--- src/rtl/sct_pkg.sv ---
package sct_pkg;

    localparam int SCT_CNT_W  = 52;
    localparam int SCT_UNITS  = 2;
    localparam int SCT_LO_W   = 32;
    localparam int SCT_GAP_A  = 2;
    localparam int SCT_GAP_B  = 3;

    typedef enum logic {
        PH_FIRST  = 1'b0,
        PH_SECOND = 1'b1
    } tick_phase_e;

    typedef struct packed {
        logic       run;
        logic [1:0] stall_en;
    } unit_cfg_t;

    function automatic logic unit_blocked(unit_cfg_t cfg, logic [1:0] core_stall);
        return |(cfg.stall_en & core_stall);
    endfunction

    function automatic logic unit_advance(unit_cfg_t cfg, logic [1:0] core_stall, logic tick);
        return tick && cfg.run && !unit_blocked(cfg, core_stall);
    endfunction

endpackage

--- src/rtl/sct_tick_gen.sv ---
module sct_tick_gen #(
    parameter int GAP_A = sct_pkg::SCT_GAP_A,
    parameter int GAP_B = sct_pkg::SCT_GAP_B
) (
    input  logic clk,
    input  logic rst,
    output logic tick
);
    import sct_pkg::*;

    localparam int MAX_GAP = (GAP_A > GAP_B) ? GAP_A : GAP_B;
    localparam int GW      = $clog2(MAX_GAP + 1);
    localparam logic [GW-1:0] LIM_A = GW'(GAP_A - 1);
    localparam logic [GW-1:0] LIM_B = GW'(GAP_B - 1);

    logic [GW-1:0] gap_cnt;
    tick_phase_e   phase;
    logic [GW-1:0] limit;

    always_comb begin
        limit = (phase == PH_FIRST) ? LIM_A : LIM_B;
        tick  = (gap_cnt == limit);
    end

    always_ff @(posedge clk) begin
        if (rst) begin
            gap_cnt <= '0;
            phase   <= PH_FIRST;
        end else if (tick) begin
            gap_cnt <= '0;
            phase   <= (phase == PH_FIRST) ? PH_SECOND : PH_FIRST;
        end else begin
            gap_cnt <= gap_cnt + 1'b1;
        end
    end

endmodule

--- src/rtl/sct_counter_unit.sv ---
module sct_counter_unit #(
    parameter int CNT_W = sct_pkg::SCT_CNT_W,
    parameter int LO_W  = sct_pkg::SCT_LO_W
) (
    input  logic                  clk,
    input  logic                  rst,
    input  logic                  tick,
    input  sct_pkg::unit_cfg_t    cfg,
    input  logic [1:0]            core_stall,
    input  logic [LO_W-1:0]       wdata,
    input  logic                  lo_wr,
    input  logic                  hi_wr,
    input  logic                  commit,
    output logic [CNT_W-1:0]      cnt_o,
    output logic [CNT_W-1:0]      staged_o
);
    import sct_pkg::*;

    localparam int HI_W = CNT_W - LO_W;

    logic [LO_W-1:0]  stage_lo;
    logic [HI_W-1:0]  stage_hi;
    logic [CNT_W-1:0] cnt_q;
    logic [CNT_W-1:0] staged;
    logic             adv;

    assign staged   = {stage_hi, stage_lo};
    assign adv      = unit_advance(cfg, core_stall, tick);
    assign cnt_o    = cnt_q;
    assign staged_o = staged;

    // staging halves
    always_ff @(posedge clk) begin
        if (rst) begin
            stage_lo <= '0;
            stage_hi <= '0;
        end else begin
            if (lo_wr) stage_lo <= wdata;
            if (hi_wr) stage_hi <= wdata[HI_W-1:0];
        end
    end

    // live counter: commit has priority over an advance
    always_ff @(posedge clk) begin
        if (rst) begin
            cnt_q <= '0;
        end else if (commit) begin
            cnt_q <= staged;
        end else if (adv) begin
            cnt_q <= cnt_q + 1'b1;
        end
    end

endmodule

--- src/rtl/sct_snapshot.sv ---
module sct_snapshot #(
    parameter int CNT_W = sct_pkg::SCT_CNT_W,
    parameter int LO_W  = sct_pkg::SCT_LO_W
) (
    input  logic                    clk,
    input  logic                    rst,
    input  logic                    req,
    input  logic [CNT_W-1:0]        live,
    output logic                    valid,
    output logic [CNT_W-LO_W-1:0]   hi,
    output logic [LO_W-1:0]         lo
);
    logic [CNT_W-1:0] snap_q;
    logic             pend_q;

    always_ff @(posedge clk) begin
        if (rst) begin
            snap_q <= '0;
            pend_q <= 1'b0;
            valid  <= 1'b0;
        end else if (req) begin
            snap_q <= live;
            pend_q <= 1'b1;
            valid  <= 1'b0;
        end else if (pend_q) begin
            pend_q <= 1'b0;
            valid  <= 1'b1;
        end
    end

    assign hi = snap_q[CNT_W-1:LO_W];
    assign lo = snap_q[LO_W-1:0];

endmodule

--- src/rtl/sct_top.sv ---
module sct_top #(
    parameter int NUM_UNITS = sct_pkg::SCT_UNITS,
    parameter int CNT_W     = sct_pkg::SCT_CNT_W
) (
    input  logic                              clk,
    input  logic                              rst,
    input  logic [1:0]                        core_stall,
    input  logic [NUM_UNITS-1:0]              run_en,
    input  logic [NUM_UNITS-1:0]              stall_en_c0,
    input  logic [NUM_UNITS-1:0]              stall_en_c1,
    input  logic [31:0]                       wdata,
    input  logic [NUM_UNITS-1:0]              ld_lo_wr,
    input  logic [NUM_UNITS-1:0]              ld_hi_wr,
    input  logic [NUM_UNITS-1:0]              ld_commit,
    input  logic [NUM_UNITS-1:0]              upd_req,
    output logic [NUM_UNITS-1:0]              snap_valid,
    output logic [NUM_UNITS*(CNT_W-32)-1:0]   snap_hi,
    output logic [NUM_UNITS*32-1:0]           snap_lo,
    output logic                              tick_o
);
    import sct_pkg::*;

    localparam int LO_W = SCT_LO_W;
    localparam int HI_W = CNT_W - LO_W;

    logic                         tick;
    logic [NUM_UNITS*CNT_W-1:0]   cnt_flat;
    logic [NUM_UNITS*CNT_W-1:0]   staged_flat;

    sct_tick_gen #(
        .GAP_A (SCT_GAP_A),
        .GAP_B (SCT_GAP_B)
    ) u_tick (
        .clk  (clk),
        .rst  (rst),
        .tick (tick)
    );

    assign tick_o = tick;

    for (genvar u = 0; u < NUM_UNITS; u++) begin : g_unit
        unit_cfg_t cfg;
        assign cfg.run      = run_en[u];
        assign cfg.stall_en = {stall_en_c1[u], stall_en_c0[u]};

        sct_counter_unit #(
            .CNT_W (CNT_W),
            .LO_W  (LO_W)
        ) u_cnt (
            .clk        (clk),
            .rst        (rst),
            .tick       (tick),
            .cfg        (cfg),
            .core_stall (core_stall),
            .wdata      (wdata),
            .lo_wr      (ld_lo_wr[u]),
            .hi_wr      (ld_hi_wr[u]),
            .commit     (ld_commit[u]),
            .cnt_o      (cnt_flat[u*CNT_W +: CNT_W]),
            .staged_o   (staged_flat[u*CNT_W +: CNT_W])
        );

        sct_snapshot #(
            .CNT_W (CNT_W),
            .LO_W  (LO_W)
        ) u_snap (
            .clk   (clk),
            .rst   (rst),
            .req   (upd_req[u]),
            .live  (cnt_flat[u*CNT_W +: CNT_W]),
            .valid (snap_valid[u]),
            .hi    (snap_hi[u*HI_W +: HI_W]),
            .lo    (snap_lo[u*LO_W +: LO_W])
        );
    end

endmodule

--- config.mk ---
export PLATFORM = sky130hd
export DESIGN_NAME = sct_top
export DESIGN_NICKNAME = d
export VERILOG_FILES = /design/src/rtl/sct_pkg.sv /design/src/rtl/sct_tick_gen.sv /design/src/rtl/sct_counter_unit.sv /design/src/rtl/sct_snapshot.sv /design/src/rtl/sct_top.sv
export SDC_FILE = /design/constraint.sdc
export NUM_CORES = 1
export LEC_CHECK = 0
export BUFFER_PORTS_ARGS = -buffer_cell sky130_fd_sc_hd__clkbuf_2
export CORE_MARGIN = 2
export CORE_UTILIZATION = 44
export CTS_BUF_LIST = sky130_fd_sc_hd__clkbuf_16
export DETAILED_ROUTE_END_ITERATION = 8
export PLACE_DENSITY = 0.63
export SKIP_CTS_REPAIR_TIMING = 1
export SYNTH_ARGS = -nofsm -noshare
export SYNTH_HDL_FRONTEND = slang
export SYNTH_SLANG_ARGS = --single-unit
export TNS_END_PERCENT = 30
--- constraint.sdc ---
create_clock -name clk -period 3.6 [get_ports clk]
set_input_delay 0.54 -clock clk [delete_from_list [all_inputs] [get_ports clk]]
set_output_delay 0.54 -clock clk [all_outputs]
set_load 0.02 [all_outputs]
==> impl_metrics.csv <==
group,metric,value,unit
sta,max_freq,389,MHz
global_routing,grt_pass1_vias,10900,
critical_path,required,4.00,ns
floorplanning,top_level_ports,157,
critical_path,worstPathArrival,2.97,ns
route,avgViaCountPerCell,5.62,
clock_tree,cts_root_buf,"clkbuf_16",
yosys,seq_area_frac_synth,0.467,
floorplanning,die_h,180,µm
sta,slew_viol_final,0,
yosys,synth_seq_cells,319,
global_routing,grt_max_degree,254,
power,clkPwrFrac,0.428,
critical_path,crit_family,"simple AND/OR/NAND/NOR gates",
critical_path,crit_path_start_kind,"register",
yosys,syn-num-nets,1537,
layout,area_growth,15.1,%
clock_tree,cts_max_level,2,
critical_path,path_class,"register to register",
yosys,avgSynthCellArea,9.20,µm²
sta,setup-violations-final,0,
clock_tree,insertion_delay,0.51,ns
sta,rsz0062_at_grt,"false",
power,p_switching,2.03,mW
floorplanning,core_area,30600,µm²
placed_design,gp_congestion,0.852,
layout,n_antenna_cell,0,
sta,fin_skew,0.0186,ns
critical_path,endpoint_kind,"register",
yosys,synth_ff_type,"dfxtp_1",
floorplanning,die_area,32500,µm²
critical_path,worst_r2r_path_depth,5,
placed_design,place_ws,0.833,ns
clock_tree,clockBufferDepth,3,
hold_path,min_path_type,"primary input to register",
hold_path,holdPathStages,3,
hold_path,min_to,"g_unit[1].u_cnt.stage_lo[20]$_SDFFE_PP0P_",
critical_path,r2r_setup_slack,1.03,ns
critical_path,critPathSlowestCell,"or3_1",
sta,timing.setup.tns,0,ns
route,initialDrtViolationCount,805,
layout,drive_gt1_frac,0.144,
layout,fin_area,15700,µm²
sta,period_minus_slack,2.57,ns
power,peakVddDrop,0.000285,V
yosys,async_reset_ff_frac,0,
critical_path,rr_endpoint,"g_unit[0].u_cnt.cnt_o[48]$_SDFFE_PP0P_",
sta,worst_pin_slew,1.14,ns
yosys,synth_edf_count,0,
clock_tree,clkSinkCount,319,
floorplanning,rows,64,
power,power_density,510,nW/µm²
global_routing,overflow,0,
route,drc_errors,0,
global_routing,antenna_found_initial,0,
sta,holdWs,0.327,ns
layout,layout.nets,1634,
global_routing,grt_pass1_wl,57600,µm
yosys,netlist_instances,1485,
yosys,synth_cell_types,59,
yosys,yosys_warnings,0,
yosys,synthTopCellsByArea,"dfxtp_1 (47%), mux2i_1 (16%), nor2_1 (8.3%), a211oi_1 (2.9%), xnor2_1 (2.4%)",
hold_path,min_from,"wdata[20]",
placed_design,hpwl,24600,µm
route,wl_per_cell,17.9,µm
power,p_int,5.99,mW
power,comb_power_share,0.088,
floorplanning,initial_core_util,0.447,
route,drtAntennaViolNets,0,
sta,hold_viol_final,0,
yosys,synth_top_cell_area_share,0.467,
clock_tree,tritoncts,"done",
outcome,status,"complete, no violations",
global_routing,grt.total_usage,0.217,
floorplanning,die_x,180,µm
yosys,synth_top_area_cell,"dfxtp_1",
clock_tree,clk_pin_slew_worst_paths,0.06,ns
critical_path,max_stage_delay,0.63,ns
power,seqPwrFrac,0.484,
route,firstDrtPassIters,6,
sta,relSlewSlack,0.241,
yosys,synth.cell_area,13700,µm²
placed_design,io_buffers,156,
run,drv_cap,0,
layout,fillers,2948,
critical_path,rr_startpoint,"g_unit[0].u_cnt.cnt_o[2]$_SDFFE_PP0P_",
sta,setup_slack,1.03,ns
placed_design,place_area,14600,µm²
critical_path,crit_path_cell_trace,"and4_1 > nand2_1 > or3_1 > or4_1 > a311oi_1",
sta,timing.final.crit_share,0.714,
route,dr_total_vias,11200,
critical_path,path_buf_inv,0,
clock_tree,numCtsBuffers,36,
route,route.final.wire_length,35800,µm
critical_path,path_max_fanout,14,
power,power_leakage,6.42,nW
power,swShare,0.253,
-- worst max-delay path by stage --
stage / cells past startpoint / to / startpoint / slack, ns
finish: 5 / g_unit[0].u_cnt.cnt_o[48]$_SDFFE_PP0P_ / g_unit[0].u_cnt.cnt_o[2]$_SDFFE_PP0P_ / 1.03
global route: 6 / g_unit[1].u_cnt.cnt_o[48]$_SDFFE_PP0P_ / g_unit[1].u_cnt.cnt_o[26]$_SDFFE_PP0P_ / 0.76
CTS: 5 / g_unit[0].u_cnt.cnt_o[36]$_SDFFE_PP0P_ / g_unit[0].u_cnt.cnt_o[8]$_SDFFE_PP0P_ / 1.05
detailed placement: 7 / g_unit[0].u_cnt.cnt_o[51]$_SDFFE_PP0P_ / core_stall[0] / 0.83
global placement: 7 / g_unit[0].u_cnt.cnt_o[51]$_SDFFE_PP0P_ / core_stall[0] / 0.85
floorplan: 6 / g_unit[0].u_cnt.cnt_o[46]$_SDFFE_PP0P_ / core_stall[0] / 1.35
-- worst min-delay path, stage by stage --
cell and delay, ns:
clkbuf_2 0.11, mux2i_1 0.07, nor2_1 0.08
-- sequential cells by signal (all words and copies together) (netlist names) --
signal	cells
g_unit.u_cnt.cnt_o	104
g_unit.u_snap.snap_q	104
g_unit.u_cnt.stage_lo	64
g_unit.u_cnt.stage_hi	40
g_unit.u_snap.pend_q	2
g_unit.u_snap.valid	2
u_tick.gap_cnt	2
u_tick.phase	1
-- synthesized netlist by cell type, drive strengths merged, types with 23 or more instances --
| cell type | n |
|---|---|
| buf | 27 |
| xnor2 | 38 |
| nand2 | 60 |
| dfxtp | 319 |
| clkbuf | 87 |
| a211oi | 53 |
| mux2i | 212 |
| nor2 | 302 |
| nand3 | 43 |
| nor4 | 37 |
| inv | 23 |
| nor3 | 31 |
| nand4 | 35 |
-- area by class of cell --
cell class | count | area, µm² | share of cell area
Clock inverter | 24 | 161 | 0.0103
Sequential cell | 319 | 6390 | 0.406
Inverter | 23 | 86.3 | 0.00549
Tap cell | 396 | 495 | 0.0315
Timing Repair Buffer | 173 | 943 | 0.0600
Clock buffer | 37 | 926 | 0.0589
Multi-Input combinational cell | 1029 | 6730 | 0.428
-- cells by family (layout without fill, tap and decap cells) --
family	count (synthesis)	after routing	synth area share
buffers and inverters	137	257	0.0402
adders and majority gates	2	2	0.00183
xor gates and xnor gates	50	50	0.0320
DFF	319	319	0.467
and+or+nand+nor	610	610	0.216
muxes	212	212	0.155
AOI/OAI and AO/OA	155	155	0.0870
-- power groups by stage --
stage / clock network, mW / logic (mW) / registers [mW]
after detailed placement: 0 / 0.711 / 3.96
after CTS: 3.52 / 0.714 / 3.88
after floorplan: 0 / 0.465 / 3.95
final: 3.43 / 0.708 / 3.88
after global routing: 3.66 / 0.782 / 3.91
after global placement: 0 / 0.703 / 3.96
-- per-stage QoR --
stage,std cells,utilization,total power [mW]
floorplan,1485,-,4.42
global placement,1940,0.479,4.66
detailed placement,1940,0.479,4.67
CTS,2001,0.514,8.12
global route,2001,0.514,8.36
finish,2001,0.514,8.02
-- placed cells by master, fill, tap and decap left out, drive strengths merged, types with 4 or more instances in the layout --
master and count:
and3 17, dfxtp 319, or4b 4, nor3b 4, xnor2 38, inv 33, buf 20, xor2 12
nand2 60, or3 15, o2111a 5, nor2 302, nand3 43, o21ai 20, mux2i 212, and4 18
a21oi 6, nor2b 6, clkbuf 190, a2111oi 17, clkinv 10, nor4b 10, o211ai 8, or2 5
a311oi 20, o211a 4, a211oi 53, o31ai 7, and2 5, nor3 31, or4 13, nand4 35
nor4 37
-- routing by layer --
metal | vias to the layer above | global-route usage | share of wire
li1 | 5495 | - | -
met3 | 54 | 0.0338 | 0.047
met1 | 5428 | 0.300 | 0.47
met4 | 0 | 0.0597 | 0.024
met2 | 261 | 0.351 | 0.46
met5 | - | 0 | 0
Power figures use the tool's default switching activity.
